File: src/rtl/regwin_pkg.sv
package regwin_pkg;

  localparam int DATA_W = 16;
  localparam int EVT_W  = 7;

  localparam logic [6:0] IDX_IRQ_STAT = 7'h24;
  localparam logic [6:0] IDX_IRQ_EN   = 7'h25;
  localparam logic [6:0] IDX_ID       = 7'h27;
  localparam logic [6:0] IDX_SCRATCH  = 7'h28;
  localparam logic [6:0] IDX_SWRST    = 7'h29;
  localparam logic [6:0] IDX_WIDE     = 7'h30;

  localparam logic [DATA_W-1:0] SWRST_KEY = 16'h00F6;
  localparam logic [EVT_W-1:0]  EVT_MASK  = 7'h77;

  typedef enum logic [1:0] {
    PS_IDLE  = 2'd0,
    PS_ARMED = 2'd1,
    PS_HIGH  = 2'd2
  } port_state_e;

  function automatic logic is_wide(input logic [6:0] sel);
    return sel == IDX_WIDE;
  endfunction

endpackage

File: src/rtl/regwin_gap.sv
module regwin_gap #(
  parameter int GAP_CYC = 19
) (
  input  logic clk,
  input  logic rst_n,
  input  logic hit,
  output logic ok
);
  localparam int CW = $clog2(GAP_CYC + 1);
  localparam logic [CW-1:0] LIMIT = CW'(GAP_CYC);

  logic [CW-1:0] cnt;

  always_ff @(posedge clk or negedge rst_n) begin
    if (!rst_n)           cnt <= LIMIT;
    else if (hit)         cnt <= CW'(1);
    else if (cnt < LIMIT) cnt <= cnt + 1'b1;
  end

  assign ok = (cnt >= LIMIT);

  AST_GAP_RESTART: assert property (@(posedge clk) disable iff (!rst_n)
    hit |=> ((GAP_CYC <= 1) || !ok));

endmodule

File: src/rtl/regwin_seq.sv
module regwin_seq
  import regwin_pkg::*;
(
  input  logic       clk,
  input  logic       rst_n,
  input  logic       addr_wr,
  input  logic [7:0] idx_in,
  input  logic       data_ok,
  output logic       armed,
  output logic       high_half,
  output logic       wr_mode,
  output logic [6:0] sel
);
  port_state_e state;
  logic [7:0]  idx;

  always_ff @(posedge clk or negedge rst_n) begin
    if (!rst_n) begin
      state <= PS_IDLE;
      idx   <= '0;
    end else if (addr_wr) begin
      idx   <= idx_in;
      state <= PS_ARMED;
    end else if (data_ok) begin
      if (state == PS_ARMED && is_wide(idx[6:0])) state <= PS_HIGH;
      else                                        state <= PS_IDLE;
    end
  end

  assign armed     = (state != PS_IDLE);
  assign high_half = (state == PS_HIGH);
  assign wr_mode   = idx[7];
  assign sel       = idx[6:0];

  AST_HIGH_ONLY_WIDE: assert property (@(posedge clk) disable iff (!rst_n)
    (state == PS_HIGH) |-> is_wide(idx[6:0]));
  AST_ADDR_REARMS: assert property (@(posedge clk) disable iff (!rst_n)
    addr_wr |=> (state == PS_ARMED));

endmodule

File: src/rtl/regwin_regs.sv
module regwin_regs
  import regwin_pkg::*;
#(
  parameter logic [DATA_W-1:0] ID_VALUE = 16'h6113
) (
  input  logic              clk,
  input  logic              rst_n,
  input  logic              acc,
  input  logic              wr,
  input  logic [6:0]        sel,
  input  logic              high_half,
  input  logic [DATA_W-1:0] wdata,
  input  logic [EVT_W-1:0]  evt,
  output logic [DATA_W-1:0] rdata,
  output logic              irq
);
  logic [EVT_W-1:0]    stat, en, clr;
  logic [DATA_W-1:0]   scratch, stage_lo, snap_hi;
  logic [2*DATA_W-1:0] wide;
  logic                wr_hit, rd_hit, swrst;

  assign wr_hit = acc & wr;
  assign rd_hit = acc & ~wr;
  assign swrst  = wr_hit && (sel == IDX_SWRST) && (wdata == SWRST_KEY);
  assign clr    = (wr_hit && sel == IDX_IRQ_STAT) ? wdata[EVT_W-1:0] : '0;

  always_ff @(posedge clk or negedge rst_n) begin
    if (!rst_n) begin
      stat <= '0; en <= '0; scratch <= '0;
      wide <= '0; stage_lo <= '0; snap_hi <= '0;
    end else if (swrst) begin
      stat <= '0; en <= '0; scratch <= '0;
      wide <= '0; stage_lo <= '0; snap_hi <= '0;
    end else begin
      stat <= (stat & ~clr) | (evt & EVT_MASK);
      if (wr_hit && sel == IDX_IRQ_EN)  en      <= wdata[EVT_W-1:0] & EVT_MASK;
      if (wr_hit && sel == IDX_SCRATCH) scratch <= wdata;
      if (wr_hit && sel == IDX_WIDE) begin
        if (!high_half) stage_lo <= wdata;
        else            wide     <= {wdata, stage_lo};
      end
      if (rd_hit && sel == IDX_WIDE && !high_half) snap_hi <= wide[2*DATA_W-1:DATA_W];
    end
  end

  always_comb begin
    case (sel)
      IDX_IRQ_STAT: rdata = {{(DATA_W-EVT_W){1'b0}}, stat};
      IDX_IRQ_EN:   rdata = {{(DATA_W-EVT_W){1'b0}}, en};
      IDX_ID:       rdata = ID_VALUE;
      IDX_SCRATCH:  rdata = scratch;
      IDX_WIDE:     rdata = high_half ? snap_hi : wide[DATA_W-1:0];
      default:      rdata = '0;
    endcase
  end

  assign irq = |(stat & en);

  AST_STAT_UNUSED_ZERO: assert property (@(posedge clk) disable iff (!rst_n)
    (stat & ~EVT_MASK) == '0);
  AST_SWRST_CLEARS: assert property (@(posedge clk) disable iff (!rst_n)
    swrst |=> (scratch == '0 && en == '0 && wide == '0));

endmodule

File: src/rtl/regwin_port.sv
module regwin_port
  import regwin_pkg::*;
#(
  parameter int                CLK_PERIOD_NS = 8,
  parameter int                DATA_GAP_NS   = 150,
  parameter int                ADDR_GAP_NS   = 300,
  parameter logic [DATA_W-1:0] ID_VALUE      = 16'h6113
) (
  input  logic              clk,
  input  logic              rst_n,
  input  logic              acc_valid,
  input  logic              acc_addr_sel,
  input  logic [DATA_W-1:0] acc_wdata,
  input  logic [EVT_W-1:0]  evt_in,
  output logic              rsp_valid,
  output logic [DATA_W-1:0] rsp_data,
  output logic              irq,
  output logic              timing_err
);
  localparam int DATA_GAP_CYC = (DATA_GAP_NS + CLK_PERIOD_NS - 1) / CLK_PERIOD_NS;
  localparam int ADDR_GAP_CYC = (ADDR_GAP_NS + CLK_PERIOD_NS - 1) / CLK_PERIOD_NS;

  logic addr_wr, data_try, data_ok, data_gap_ok, addr_gap_ok, spacing_bad;
  logic armed, high_half, wr_mode;
  logic [6:0]        sel;
  logic [DATA_W-1:0] rdata;

  assign addr_wr     = acc_valid & acc_addr_sel;
  assign data_try    = acc_valid & ~acc_addr_sel & armed;
  assign spacing_bad = data_try & ~(data_gap_ok & addr_gap_ok);
  assign data_ok     = data_try & data_gap_ok & addr_gap_ok;

  regwin_gap #(.GAP_CYC(DATA_GAP_CYC)) u_data_gap (
    .clk(clk), .rst_n(rst_n), .hit(data_ok), .ok(data_gap_ok));

  regwin_gap #(.GAP_CYC(ADDR_GAP_CYC)) u_addr_gap (
    .clk(clk), .rst_n(rst_n), .hit(addr_wr), .ok(addr_gap_ok));

  regwin_seq u_seq (
    .clk(clk), .rst_n(rst_n), .addr_wr(addr_wr), .idx_in(acc_wdata[7:0]),
    .data_ok(data_ok), .armed(armed), .high_half(high_half),
    .wr_mode(wr_mode), .sel(sel));

  regwin_regs #(.ID_VALUE(ID_VALUE)) u_regs (
    .clk(clk), .rst_n(rst_n), .acc(data_ok), .wr(wr_mode), .sel(sel),
    .high_half(high_half), .wdata(acc_wdata), .evt(evt_in),
    .rdata(rdata), .irq(irq));

  always_ff @(posedge clk or negedge rst_n) begin
    if (!rst_n) begin
      rsp_valid  <= 1'b0;
      rsp_data   <= '0;
      timing_err <= 1'b0;
    end else begin
      rsp_valid <= data_ok & ~wr_mode;
      if (data_ok & ~wr_mode) rsp_data <= rdata;
      if (spacing_bad) timing_err <= 1'b1;
    end
  end

  AST_RSP_FROM_DATA: assert property (@(posedge clk) disable iff (!rst_n)
    rsp_valid |-> $past(acc_valid && !acc_addr_sel));
  AST_ERR_STICKY: assert property (@(posedge clk) disable iff (!rst_n)
    timing_err |=> timing_err);

endmodule

File: config.mk
export PLATFORM = sky130hd
export DESIGN_NAME = regwin_port
export DESIGN_NICKNAME = d
export VERILOG_FILES = /design/src/rtl/regwin_pkg.sv /design/src/rtl/regwin_gap.sv /design/src/rtl/regwin_seq.sv /design/src/rtl/regwin_regs.sv /design/src/rtl/regwin_port.sv
export SDC_FILE = /design/constraint.sdc
export NUM_CORES = 1
export LEC_CHECK = 0
export ABC_AREA = 0
export BUFFER_PORTS_ARGS = -buffer_cell sky130_fd_sc_hd__buf_2
export CORE_MARGIN = 4
export CORE_UTILIZATION = 30
export DETAILED_ROUTE_END_ITERATION = 10
export PLACE_DENSITY_LB_ADDON = 0.1
export SETUP_SLACK_MARGIN = 0.4
export SYNTH_ARGS = -nofsm -noshare
export SYNTH_HDL_FRONTEND = slang
export SYNTH_HIERARCHICAL = 1
export SYNTH_SLANG_ARGS = --single-unit
File: constraint.sdc
create_clock -name clk -period 5.4 [get_ports clk]
set_input_delay 0.54 -clock clk [delete_from_list [all_inputs] [get_ports clk]]
set_output_delay 0.54 -clock clk [all_outputs]
set_load 0.01 [all_outputs]
# Yosys cells after proc, flatten, opt, wreduce, memory -nomap -nowiden
# Cells that the tools add are included.
dict set report word_totals {
  elab_cells 90
  memories 0
  romBits 0
  mem_bits_rw 0
  inputBits 27
  register_bits 133
  output_inout_bits 19
  latch_bits 0
}
dict set report classes {
  multipliers 0
  magnitude_cmp 4
  shift 0
  n_div 0
  mux 23
  n_eq_ne 10
  addsub 2
  n_reduce_logical 22
  bitwise_logic 16
}
# op n
set ops {}
lappend ops {{16-bit two-way mux} 8}
lappend ops {{32-bit two-way mux} 3}
lappend ops {{16-bit one-hot mux with 5 select lines} 1}
lappend ops {{7-bit by 6-bit equality test with 1-bit output, second input constant} 6}
lappend ops {{7-bit two-way mux} 4}
lappend ops {{2-bit nonzero test} 9}
lappend ops {{16-bit by 8-bit equality test with 1-bit output, second input constant} 1}
lappend ops {{7-bit AND} 2}
lappend ops {{6-bit two-way mux} 2}
lappend ops {{5-bit two-way mux} 2}
lappend ops {{1-bit AND} 9}
lappend ops {{1-bit logical AND} 9}
lappend ops {{7-bit NOT} 1}
lappend ops {{7-bit OR} 1}
lappend ops {{7-bit OR reduction} 1}
lappend ops {{6-bit by 1-bit adder with 6-bit output, second input constant} 1}
lappend ops {{6-bit greater-or-equal comparator, second input constant} 1}
lappend ops {{6-bit < comparator, second input constant} 1}
lappend ops {{2-bit two-way mux} 3}
lappend ops {{5-bit by 1-bit adder with 5-bit output, second input constant} 1}
lappend ops {{5-bit greater-or-equal comparator, second input constant} 1}
lappend ops {{5-bit < comparator, second input constant} 1}
lappend ops {{2-bit AND reduction} 2}
lappend ops {{1-bit NOT} 3}
lappend ops {{other kinds (4)} 4}

# Longest topological paths before layout
dict set report logic_depth {
  word_depth 12
  depth_mapped 12
  depth_no_buf 10
}

# Cells and area by module
# The synthesis kept the hierarchy.
# mod n_inst area_per_inst_um2 cells_per_inst seq_area_each_um2
set by_module_without_submodules {}
lappend by_module_without_submodules {regwin_regs 1 4433.0 412 2327.2}
lappend by_module_without_submodules {regwin_port 1 749.5 42 450.4}
lappend by_module_without_submodules {regwin_seq 1 432.9 29 250.2}
lappend by_module_without_submodules {{regwin_gap (u_addr_gap)} 1 332.8 34 153.9}
lappend by_module_without_submodules {{regwin_gap (u_data_gap)} 1 276.5 26 128.9}

# Least setup slack after synthesis
# Ideal clock, no wire load.
dict set report synth_timing {
  path_kind {reg2reg}
  startpoint {register u_data_gap.cnt[0]}
  endpoint {register u_regs.wide[10]}
  n_path_buf 2
  period_less_slack_ns 2.632
  path_slack_ns 2.768
  required_time_ns 5.322
  setup_ns 0.078
  t_arrival_ns 2.554
  stages_incl_launch_ff 12
  path_cell_list {dfstp_2 > ha_1 > a2111oi_0 > nor2b_1 > nand2_2 > nor2_1 > and4bb_2 > buf_4 > nand2_1 > nor2_4 > buf_2 > o2bb2ai_1}
}
dict set report synth_via {
  elab_chain_cells 8
  elab_cells_between_ends 11
  classes_between {order compare: 1; mux: 1; bitwise: 3; reduce/logical: 6}
}
# item line_no
set synth_lines {}
lappend synth_lines {{start: declaration} regwin_gap.sv:12} ;# logic [CW-1:0] cnt;
lappend synth_lines {{start signal: assignment} regwin_gap.sv:17} ;# else if (cnt < LIMIT) cnt <= cnt + 1'b1;
lappend synth_lines {{5-bit greater-or-equal comparator *} regwin_gap.sv:20} ;# assign ok = (cnt >= LIMIT);
lappend synth_lines {{via data_gap_ok} regwin_port.sv:23} ;# logic addr_wr, data_try, data_ok, data_gap_ok, addr_gap_ok, spacing_bad;
lappend synth_lines {{1-bit AND * (2 in series)} regwin_port.sv:31} ;# assign data_ok = data_try & data_gap_ok & addr_gap_ok;
lappend synth_lines {{via data_ok} regwin_port.sv:23}
lappend synth_lines {{1-bit AND *} regwin_regs.sv:22} ;# assign wr_hit = acc & wr;
lappend synth_lines {{1-bit logical AND (2 in series)} regwin_regs.sv:24} ;# assign swrst = wr_hit && (sel == IDX_SWRST) && (wdata == SWRST_KEY);
lappend synth_lines {{2-bit nonzero test (no line)} -}
lappend synth_lines {{2-bit AND reduction (no line)} -}
lappend synth_lines {{end signal: assignment} regwin_regs.sv:40} ;# else wide <= {wdata, stage_lo};
lappend synth_lines {{end: declaration} regwin_regs.sv:19} ;# logic [2*DATA_W-1:0] wide;
# Mark *: on every way through the listed nets, which the timed path passes. The rest lies on a longest branch.
# A chain may end at the register's enable or synchronous reset.

# Worst setup path in the final report
dict set report layout_timing {
  startpoint {register u_data_gap.cnt[0]}
  endpoint {register u_regs.wide[22]}
}
# The elaborated chain is that of the path after synthesis.

==> run_results.csv <==
group,metric,value,unit
outcome,status,"finished, final reports clean",
yosys,ys_top_cells_by_count,"dfrtp_1 (126), nand2_1 (78), o2bb2ai_1 (68), nor2_1 (42), mux2i_1 (37)",
drt,drt_iter0_drc,255,
min_path,hold_path.class,"in2async",
die,rows,52,
timing,post-route-period-util,62.9,%
timing,post-route-min-period,3.40,ns
critical_path,crit_fanout,33,
timing,fin_skew,0.00752,ns
power_and_ir_drop,p_per_area,345,nW/um2
final_layout,stdcell_count,859,
yosys,yosys_warnings,6,
critical_path,reg2reg_from,"u_data_gap/cnt[0]$_DFFE_PN1P_",
placed_design,port_buffers,44,
cts,clk_latency,0.41,ns
cts,clockBufferDepth,2,
drt,totalWireLength,16.5,mm
final_layout,multi_input_area,2690,um2
die,dieArea,23100,um2
critical_path,cp.depth,9,
final_layout,area_delta_synth_final,16.1,%
critical_path,crit_family,"simple AND/OR/NAND/NOR gates",
drt,routedWlPerCell,19.2,um
critical_path,cp_slowest_cell,"nand4_2",
critical_path,reg2reg_slack,2.00,ns
yosys,synth.most_common_cell,"dfrtp_1",
cts,cts_setup_buffers,0,
timing,finalHoldViolCount,0,
die,die_h,152,um
yosys,synth_top_area_share,50.7,%
timing,fmax,294,MHz
yosys,ys_top_cells_by_area,"dfrtp_1 (51%), o2bb2ai_1 (9.6%), mux2i_1 (5.9%)",
critical_path,crit_arrival,3.67,ns
critical_path,reg2regPathDepth,9,
critical_path,crit_path_start_kind,"flip-flop",
placed_design,placed_cells,829,
cts,ctsHoldBuffers,0,
placed_design,gp_congestion,0.743,
timing,slew_headroom,20.1,%
final_layout,seqCellArea,3310,um2
power_and_ir_drop,leakage,3.23,nW
yosys,synthFlopType,"dfrtp_1",
critical_path,required,5.68,ns
global_route,grtUsageTotal,14.5,%
cts,htree_levels,4,
critical_path,crit_start,"u_data_gap/cnt[0]$_DFFE_PN1P_",
placed_design,hpwl,10.5,mm
cts,cts_root_buffer,"clkbuf_16",
yosys,synth_seq_cells,132,
global_route,antenna_found_initial,0,
yosys,netlist_instances,543,
drt,drtPass1Iterations,4,
yosys,async_reset_ff_share,100,%
yosys,synth.avg_cell_area,11.5,um2
die,start_util,30.7,%
cts,clk_pin_slew,0.06,ns
critical_path,cpMostUsedCell,"nor2_1",
yosys,synth_cell_types,68,
final_layout,drive_gt1_share,20.4,%
yosys,synthesis.nets,573,
global_route,grt_pass1_vias,4387,
cts,clock-sinks,132,
yosys,synth_edf_count,0,
final_layout,diodes,0,
critical_path,r2r_end,"u_regs/wide[22]$_DFFE_PN0P_",
drt,viasPerCell,5.00,
job,max_cap_violations,0,
critical_path,path_cells,"ha_1, a2111oi_0, nor2b_1, nand2_2, nor2_1, and4bb_2, nand4_2, mux2i_1, nor2_1",
drt,vias,4296,
yosys,ys_seq_area_share,53.2,%
global_route,grt-ovfl-total,0,
critical_path,critPathBufInv,0,
critical_path,critical_path_class,"reg2reg",
yosys,synth_area,6220,um2
critical_path,slowest_delay,0.88,ns
final_layout,fillers,2072,
timing,rsz0062_at_grt,"no",
drt,remaining_drc_errors,0,
cts,cts_buffers,17,
die,die_w,152,um
global_route,grt_max_degree,81,
die,io_pins,46,
timing,maxSlewViolCount,0,
timing,tns,0,ns
power_and_ir_drop,ir_worst_vdd,169,uV
critical_path,cp-end-kind,"flip-flop",
timing,finalSetupViolations,0,
yosys,synth_top_cell_by_area,"dfrtp_1",
global_route,grt_pass1_wl,26.1,mm
die,coreArea,20300,um2
cts,ctsResizeCount,0,
timing,worst_pin_slew,1.19,ns
cts,cts_tree,"built",
drt,ant_nets,0,
final_layout,layout.nets,608,
## placed cells by master (no fill, tap or decap), drive strengths merged, types with 6 or more instances in the layout
master,n
a211o,7
a21oi,14
a22oi,6
buf,51
clkbuf,26
dfrtp,126
dfstp,6
mux2,24
mux2i,37
nand2,79
nand3,11
nand4,9
nor2,44
nor2b,6
o21ai,7
o2bb2ai,68
## layout make-up
cell class,instances,area share [%]
clock inverters,4,1.32
well taps,270,4.67
flip-flops and latches,132,45.8
multi-input cells,371,37.2
repair buffers,51,3.86
clock buffers,26,6.91
inverters,5,0.260
## metrics by stage
| stage | setup WS (ns) | total power [W] | cell area, um2 | utilization (%) | hold slack [ns] |
|---|---|---|---|---|---|
| 2_1_floorplan | 2.77 | 0.00126 | 6220 | - | 0.244 |
| 3_3_place_gp | 2.03 | 0.00133 | 6640 | 32.7 | 0.446 |
| 3_5_place_dp | 2.01 | 0.00134 | 6640 | 32.7 | 0.456 |
| 4_1_cts | 2.00 | 0.00253 | 7230 | 35.6 | 0.209 |
| 5_1_grt | 1.69 | 0.00260 | 7230 | 35.6 | 0.248 |
| 6_report | 2.00 | 0.00250 | 7230 | 35.6 | 0.190 |
## state kept, by name (all words and copies together) (netlist names), 2 cells and up
register	flops
u_regs/wide	32
u_regs/stat	7
u_data_gap/cnt	5
u_seq/state	2
u_seq/idx	8
u_regs/en	6
u_regs/scratch	16
rsp_data	16
u_regs/snap_hi	16
u_regs/stage_lo	16
u_addr_gap/cnt	6
## cells by family after synthesis
family,synth area share [%]
simple gates,15.4
compound gates,15.9
xor+xnor,0.281
buf+inv,3.80
mux,10.8
fa+ha+maj,0.603
flops,53.2
## layer usage
layer / GRT usage [%] / wire, um / vias to the layer above
li1: - / - / 2067
met1: 20.5 / 7920 / 2136
met2: 22.2 / 7640 / 79
met3: 3.16 / 730 / 14
met4: 4.49 / 210 / 0
met5: 0 / 0 / -
## worst max path at each step
stage | endpoint | slack [ns]
finish | u_regs/wide[22]$_DFFE_PN0P_ | 2.00
floorplan | u_regs/wide[10]$_DFFE_PN0P_ | 2.77
global placement | u_regs/wide[22]$_DFFE_PN0P_ | 2.03
global route | u_regs/wide[21]$_DFFE_PN0P_ | 1.69
detailed placement | u_regs/wide[21]$_DFFE_PN0P_ | 2.01
CTS | u_regs/wide[22]$_DFFE_PN0P_ | 2.00
## where the power goes
part	switching (W)	total (W)	internal, W
Clock	0.000401	0.00117	0.000770
Combinational	0.000121	0.000206	0.0000853
Sequential	0.0000738	0.00112	0.00104
Total	0.000596	0.00249	0.00190
## worst register-to-register path, cell delays in order (launching register included)
cell and delay (ns):
dfstp_2 0.58, ha_1 0.22, a2111oi_0 0.08, nor2b_1 0.22, nand2_2 0.11, nor2_1 0.19, and4bb_2 0.45, nand4_2 0.88
mux2i_1 0.46, nor2_1 0.07
Note: power is estimated with default switching activity, not from simulation.
